$ cat src/rtl/branch_resolver.sv
module branch_resolver #(
  parameter int AW    = 32,
  parameter int OFS_W = 26,
  parameter int STEP  = 4
) (
  input  logic             clk,
  input  logic             rst_n,
  input  logic [1:0]       policy,
  input  logic             valid,
  input  logic [2:0]       op,
  input  logic [AW-1:0]    src_val,
  input  logic [AW-1:0]    imm,
  input  logic [OFS_W-1:0] jofs,
  input  logic [AW-1:0]    pc_inc,
  input  logic [AW-1:0]    pc_cur,
  output logic [AW-1:0]    next_pc,
  output logic             pc_load,
  output logic             fetch_freeze,
  output logic             squash_next,
  output logic             halted
);
  localparam int SHIFT = $clog2(STEP);
  localparam int LOW   = OFS_W + SHIFT;
  localparam logic [AW-1:0] REGION = {{(AW-LOW){1'b1}}, {LOW{1'b0}}};
  localparam logic [2:0] OP_BEQZ = 3'd1, OP_BNEZ = 3'd2, OP_JR = 3'd3,
                         OP_J = 3'd4, OP_TRAP = 3'd5;

  logic active, is_beqz, is_bnez, is_jr, is_j, is_trap, taken, late_fix;
  logic [AW-1:0] cond_tgt, jump_tgt;

  assign active   = valid & ~halted;
  assign is_beqz  = active & (op == OP_BEQZ);
  assign is_bnez  = active & (op == OP_BNEZ);
  assign is_jr    = active & (op == OP_JR);
  assign is_j     = active & (op == OP_J);
  assign is_trap  = active & (op == OP_TRAP);
  assign taken    = (is_beqz & (src_val == '0)) | (is_bnez & (src_val != '0));
  assign late_fix = policy[1];

  assign cond_tgt = pc_inc + imm - (late_fix ? AW'(STEP) : '0);
  assign jump_tgt = (pc_cur & REGION) + (AW'(jofs) << SHIFT);

  always_comb begin
    next_pc = pc_inc;
    if (taken)      next_pc = cond_tgt;
    else if (is_jr) next_pc = src_val;
    else if (is_j)  next_pc = jump_tgt;
  end

  assign pc_load      = taken | is_jr | is_j;
  assign fetch_freeze = halted | is_trap | (is_j & ~policy[1]);
  assign squash_next  = (policy == 2'b10) & (taken | is_jr | is_j);

  always_ff @(posedge clk) begin
    if (!rst_n) halted <= 1'b0;
    else        halted <= halted | is_trap;
  end

  assert_halt_sticky_R7: assert property (@(posedge clk) disable iff (!rst_n)
    halted |=> halted);
  assert_halt_quiet_R7: assert property (@(posedge clk) disable iff (!rst_n)
    halted |-> (!pc_load && !squash_next && fetch_freeze));
  assert_delayed_no_squash_R6: assert property (@(posedge clk) disable iff (!rst_n)
    (policy == 2'b11) |-> !squash_next);
  assert_delayed_no_freeze_R5: assert property (@(posedge clk) disable iff (!rst_n)
    (policy == 2'b11 && !halted && !(valid && op == OP_TRAP)) |-> !fetch_freeze);
  assert_jump_region_R4: assert property (@(posedge clk) disable iff (!rst_n)
    (valid && !halted && op == OP_J) |-> (pc_load && next_pc[AW-1:LOW] == pc_cur[AW-1:LOW]));
endmodule

$ cat config.mk
export PLATFORM = sky130hd
export DESIGN_NAME = branch_resolver
export DESIGN_NICKNAME = d
export VERILOG_FILES = /design/src/rtl/branch_resolver.sv
export SDC_FILE = /design/constraint.sdc
export NUM_CORES = 1
export LEC_CHECK = 0
export ABC_AREA = 1
export CAP_MARGIN = 10
export CORE_MARGIN = 3
export CORE_UTILIZATION = 48
export CTS_CLUSTER_DIAMETER = 40
export DETAILED_ROUTE_END_ITERATION = 8
export HOLD_SLACK_MARGIN = 0.06
export PLACE_DENSITY = 0.9
export SETUP_SLACK_MARGIN = 0.05
export SYNTH_ARGS = -nofsm -noshare
export SYNTH_HDL_FRONTEND = slang
export SYNTH_SLANG_ARGS = --single-unit
$ cat constraint.sdc
create_clock -name clk -period 5.72 [get_ports clk]
set_input_delay 1.144 -clock clk [delete_from_list [all_inputs] [get_ports clk]]
set_output_delay 1.144 -clock clk [all_outputs]
set_load 0.05 [all_outputs]
==> summary.md <==
| Metric | Value |
|---|---|
| Largest family of logic cells by synthesized area | `simple AND/OR/NAND/NOR gates` |
| Setup crit start kind | `input pin` |
| Clock share of power | `0%` |
| Drt wl/cell | `11.1 microns` |
| Layout area overhead | `37.0%` |
| Largest fanout on the critical path | `6` |
| Placed inst area | `6180 sq um` |
| Clk slew on worst S/H paths | `0 ps` |
| Worst slew pin tran | `573 ps` |
| Final critical-path share of the clock period | `94.0%` |
| Max cap viols | `0` |
| Post-synthesis simple-gate area fraction | `43.3%` |
| Max-slew headroom | `61.8%` |
| HPWL Detailed | `11.5 mm` |
| Total wire length | `13.2 mm` |
| Leakage power | `3.75 nW` |
| Max Clock Freq | `186 MHz` |
| Antenna-violating nets left | `0` |
| Total placed cells including tap cells | `1187` |
| Most flop-heavy register | `halted` |
| Antenna cells | `0` |
| Share of cells above drive strength 1 | `5.38%` |
| Critical-path cell list | `clkdlybuf4s50_1, fa_1, inv_1, ha_1, nand3_1, nand3_1, nand2_1, nand2_1, xnor2_1, o21ai_2, clkdlybuf4s50_1` |
| Power density cells | `121 nW/um^2` |
| WP data arrival | `4230 ps` |
| Mux share of post-synthesis cell area | `0%` |
| Input/output buffers | `169` |
| Total GRT Usage | `24.2%` |
| Worst stage delay on the critical path | `820 ps` |
| Register area share after synthesis | `0.444%` |
| Pre-antenna DRT Iters | `5` |
| Sequential fraction of design power | `1.0%` |
| RePlAce Congestion | `0.979` |
| Post-synth top area share | `29.0%` |
| Worst R2R Setup Slack | `4930 ps` |
| Compound-Gate Fraction of Synth Area | `12.5%` |
| Worst Setup End Kind | `primary output` |
| Drt via density | `4.70` |
| Int Pwr | `0.302 mW` |
| NetSw | `0.443 mW` |
| Skew-Pair Late Insertion Delay | `0 ps` |
| # Post-CTS Setup Buffers | `0` |
| Top cells by area, synth | `nand2_1 29%, inv_1 20%, ha_1 17%` |
| Core footprint | `8930 sq um` |
| RSZ-0062 raised after global routing | `no` |
| Total congestion overflow | `0` |
| Num rows | `34` |
| Post-Syn Area | `4510 sq um` |
| Syn Area/Cell | `4.88 sq um` |
| Final setup TNS | `0 ps` |
| Switch share | `59.4%` |
| Cell taking the most area after synthesis | `nand2_1` |
| Setup violators final | `0` |
| Post-Synthesis Cells | `925` |
| Post-cts resize count | `0` |
| Synth cell types | `34` |
| Biggest regs | `halted (1)` |
| VDD IR max | `0.0632 mV` |
| CTS Hold Buffers Added | `0` |
| Setup Skew | `0 ps` |
| WP buf/inv | `3` |
| Fin cells | `1187` |
| Die X | `103 microns` |
| Tot Pwr | `0.745 mW` |
| Final nets | `1304` |
| Largest net degree at the start of global routing | `46` |
| Initial antenna violation count | `0` |
| Status | `complete, no violations` |
| Min cycle time layout | `5380 ps` |
| Hold crit path type | `register to register` |
| Crit path required time | `4580 ps` |
| Initial Util | `50.5%` |
| Adder-cell share of the synthesized area | `17.1%` |
| Die area | `10600 sq um` |
| Synth warn | `0` |
| Gate power share | `99.0%` |
| # IOs | `198` |
| Largest delay contributor family on the critical path | `buffers and inverters` |
| Max reg flops | `1` |
| Syn nets | `1148` |
| Vias | `5579` |
| Post-layout instance area | `6180 sq um` |
| CP max-delay cell | `clkdlybuf4s50_1` |
| DRC | `0` |
| First-pass GRT wire length | `21.7 mm` |
| Setup CP Type | `input pin to primary output` |
| Die height | `103 microns` |
| Post-Synth XOR/XNOR Area | `3.11%` |
| Pins over their slew limit | `0` |
| FF+latch count, synth | `1` |
| Vias in the first global route | `4909` |
| Final hold viol count | `0` |
| Iteration-0 DRC Markers | `271` |
==> per-stage QoR <==
stage	hold WS (ps)	worst slack (ps)	util, %
after floorplan	843	1440	-
after global placement	664	414	69.2
after detailed placement	662	378	69.2
after CTS	657	360	69.2
after global routing	690	175	69.2
final	639	343	69.2
==> cells in the mapped netlist <==
| master | count |
|---|---|
| a21o_1 | 1 |
| a21oi_1 | 19 |
| a41oi_1 | 1 |
| and2_1 | 1 |
| buf_2 | 11 |
| buf_6 | 3 |
| buf_8 | 1 |
| clkbuf_1 | 1 |
| clkbuf_4 | 2 |
| dfxtp_1 | 1 |
| fa_1 | 1 |
| ha_1 | 60 |
| inv_1 | 245 |
| inv_2 | 5 |
| inv_4 | 1 |
| nand2_1 | 348 |
| nand2_2 | 9 |
| nand3_1 | 45 |
| nand3b_1 | 5 |
| nand4_1 | 2 |
| nand4_4 | 1 |
| nor2_1 | 59 |
| nor2_4 | 1 |
| nor3_1 | 3 |
| nor3_2 | 2 |
| nor4_1 | 1 |
| nor4_2 | 1 |
| o21ai_0 | 16 |
| o21ai_1 | 47 |
| o21ai_2 | 13 |
| o21bai_1 | 2 |
| o22ai_1 | 1 |
| xnor2_1 | 11 |
| xor2_1 | 5 |
==> per-layer routing <==
| layer | wire [microns] | track usage [%] | vias to the layer above | share of wire, % |
|---|---|---|---|---|
| li1 | - | - | 3060 | - |
| met1 | 6070 | 33.8 | 2339 | 46 |
| met2 | 6160 | 43.0 | 176 | 47 |
| met3 | 970 | 1.76 | 4 | 7.3 |
| met4 | 33 | 0.697 | 0 | 0.25 |
| met5 | 0 | 0 | - | 0 |
==> power by group through the flow <==
stage / combinational [mW] / sequential (mW) / clock, mW
floorplan: 0.500 / 0.00851 / 0
global placement: 0.722 / 0.00775 / 0
detailed placement: 0.731 / 0.00775 / 0
CTS: 0.736 / 0.00774 / 0
global route: 0.827 / 0.00778 / 0
finish: 0.738 / 0.00773 / 0
==> area by class of cell <==
cell class / instances / area [sq um]
flip-flops and latches: 1 / 20.0
well taps: 108 / 135
repair buffers: 172 / 1660
fillers: 822 / 2750
multi-input cells: 655 / 3420
inverters: 251 / 945
==> path summary, 6_finish.rpt <==
path	start	end	cells after the start
max	policy[1]	next_pc[8]	11
min	halted	halted	2
max reg2reg	halted	halted	2
min reg2reg	halted	halted	2
==> cells in the final DEF (no fill, tap or decap) <==
cell / Yosys / routed
nand2_1: 348 / 348
inv_1: 245 / 245
clkdlybuf4s50_1: 0 / 147
ha_1: 60 / 60
nor2_1: 59 / 59
o21ai_1: 47 / 47
nand3_1: 45 / 45
buf_4: 0 / 25
a21oi_1: 19 / 19
o21ai_0: 16 / 16
o21ai_2: 13 / 13
xnor2_1: 11 / 11
nand2_2: 9 / 9
inv_2: 5 / 5
nand3b_1: 5 / 5
xor2_1: 5 / 5
nor3_1: 3 / 3
o21bai_1: 2 / 2
nor3_2: 2 / 2
nand4_1: 2 / 2
nor2_4: 1 / 1
nor4_2: 1 / 1
nor4_1: 1 / 1
inv_4: 1 / 1
nand4_4: 1 / 1
and2_1: 1 / 1
o22ai_1: 1 / 1
a41oi_1: 1 / 1
a21o_1: 1 / 1
fa_1: 1 / 1
dfxtp_1: 1 / 1
==> cells by family (layout without fill, tap and decap cells) <==
logic type	count (synthesis)	count (layout)
DFF	1	1
AOI/OAI and AO/OA	100	100
xor gates and xnor gates	16	16
and+or+nand+nor	478	478
buffers and inverters	269	423
adders and majority gates	61	61
==> worst register-to-register path, stage by stage (launching register included) <==
cell	delay, ps
dfxtp_1	330
a41oi_1	250
nor2_1	80
Note: power is estimated with default switching activity, not from simulation.
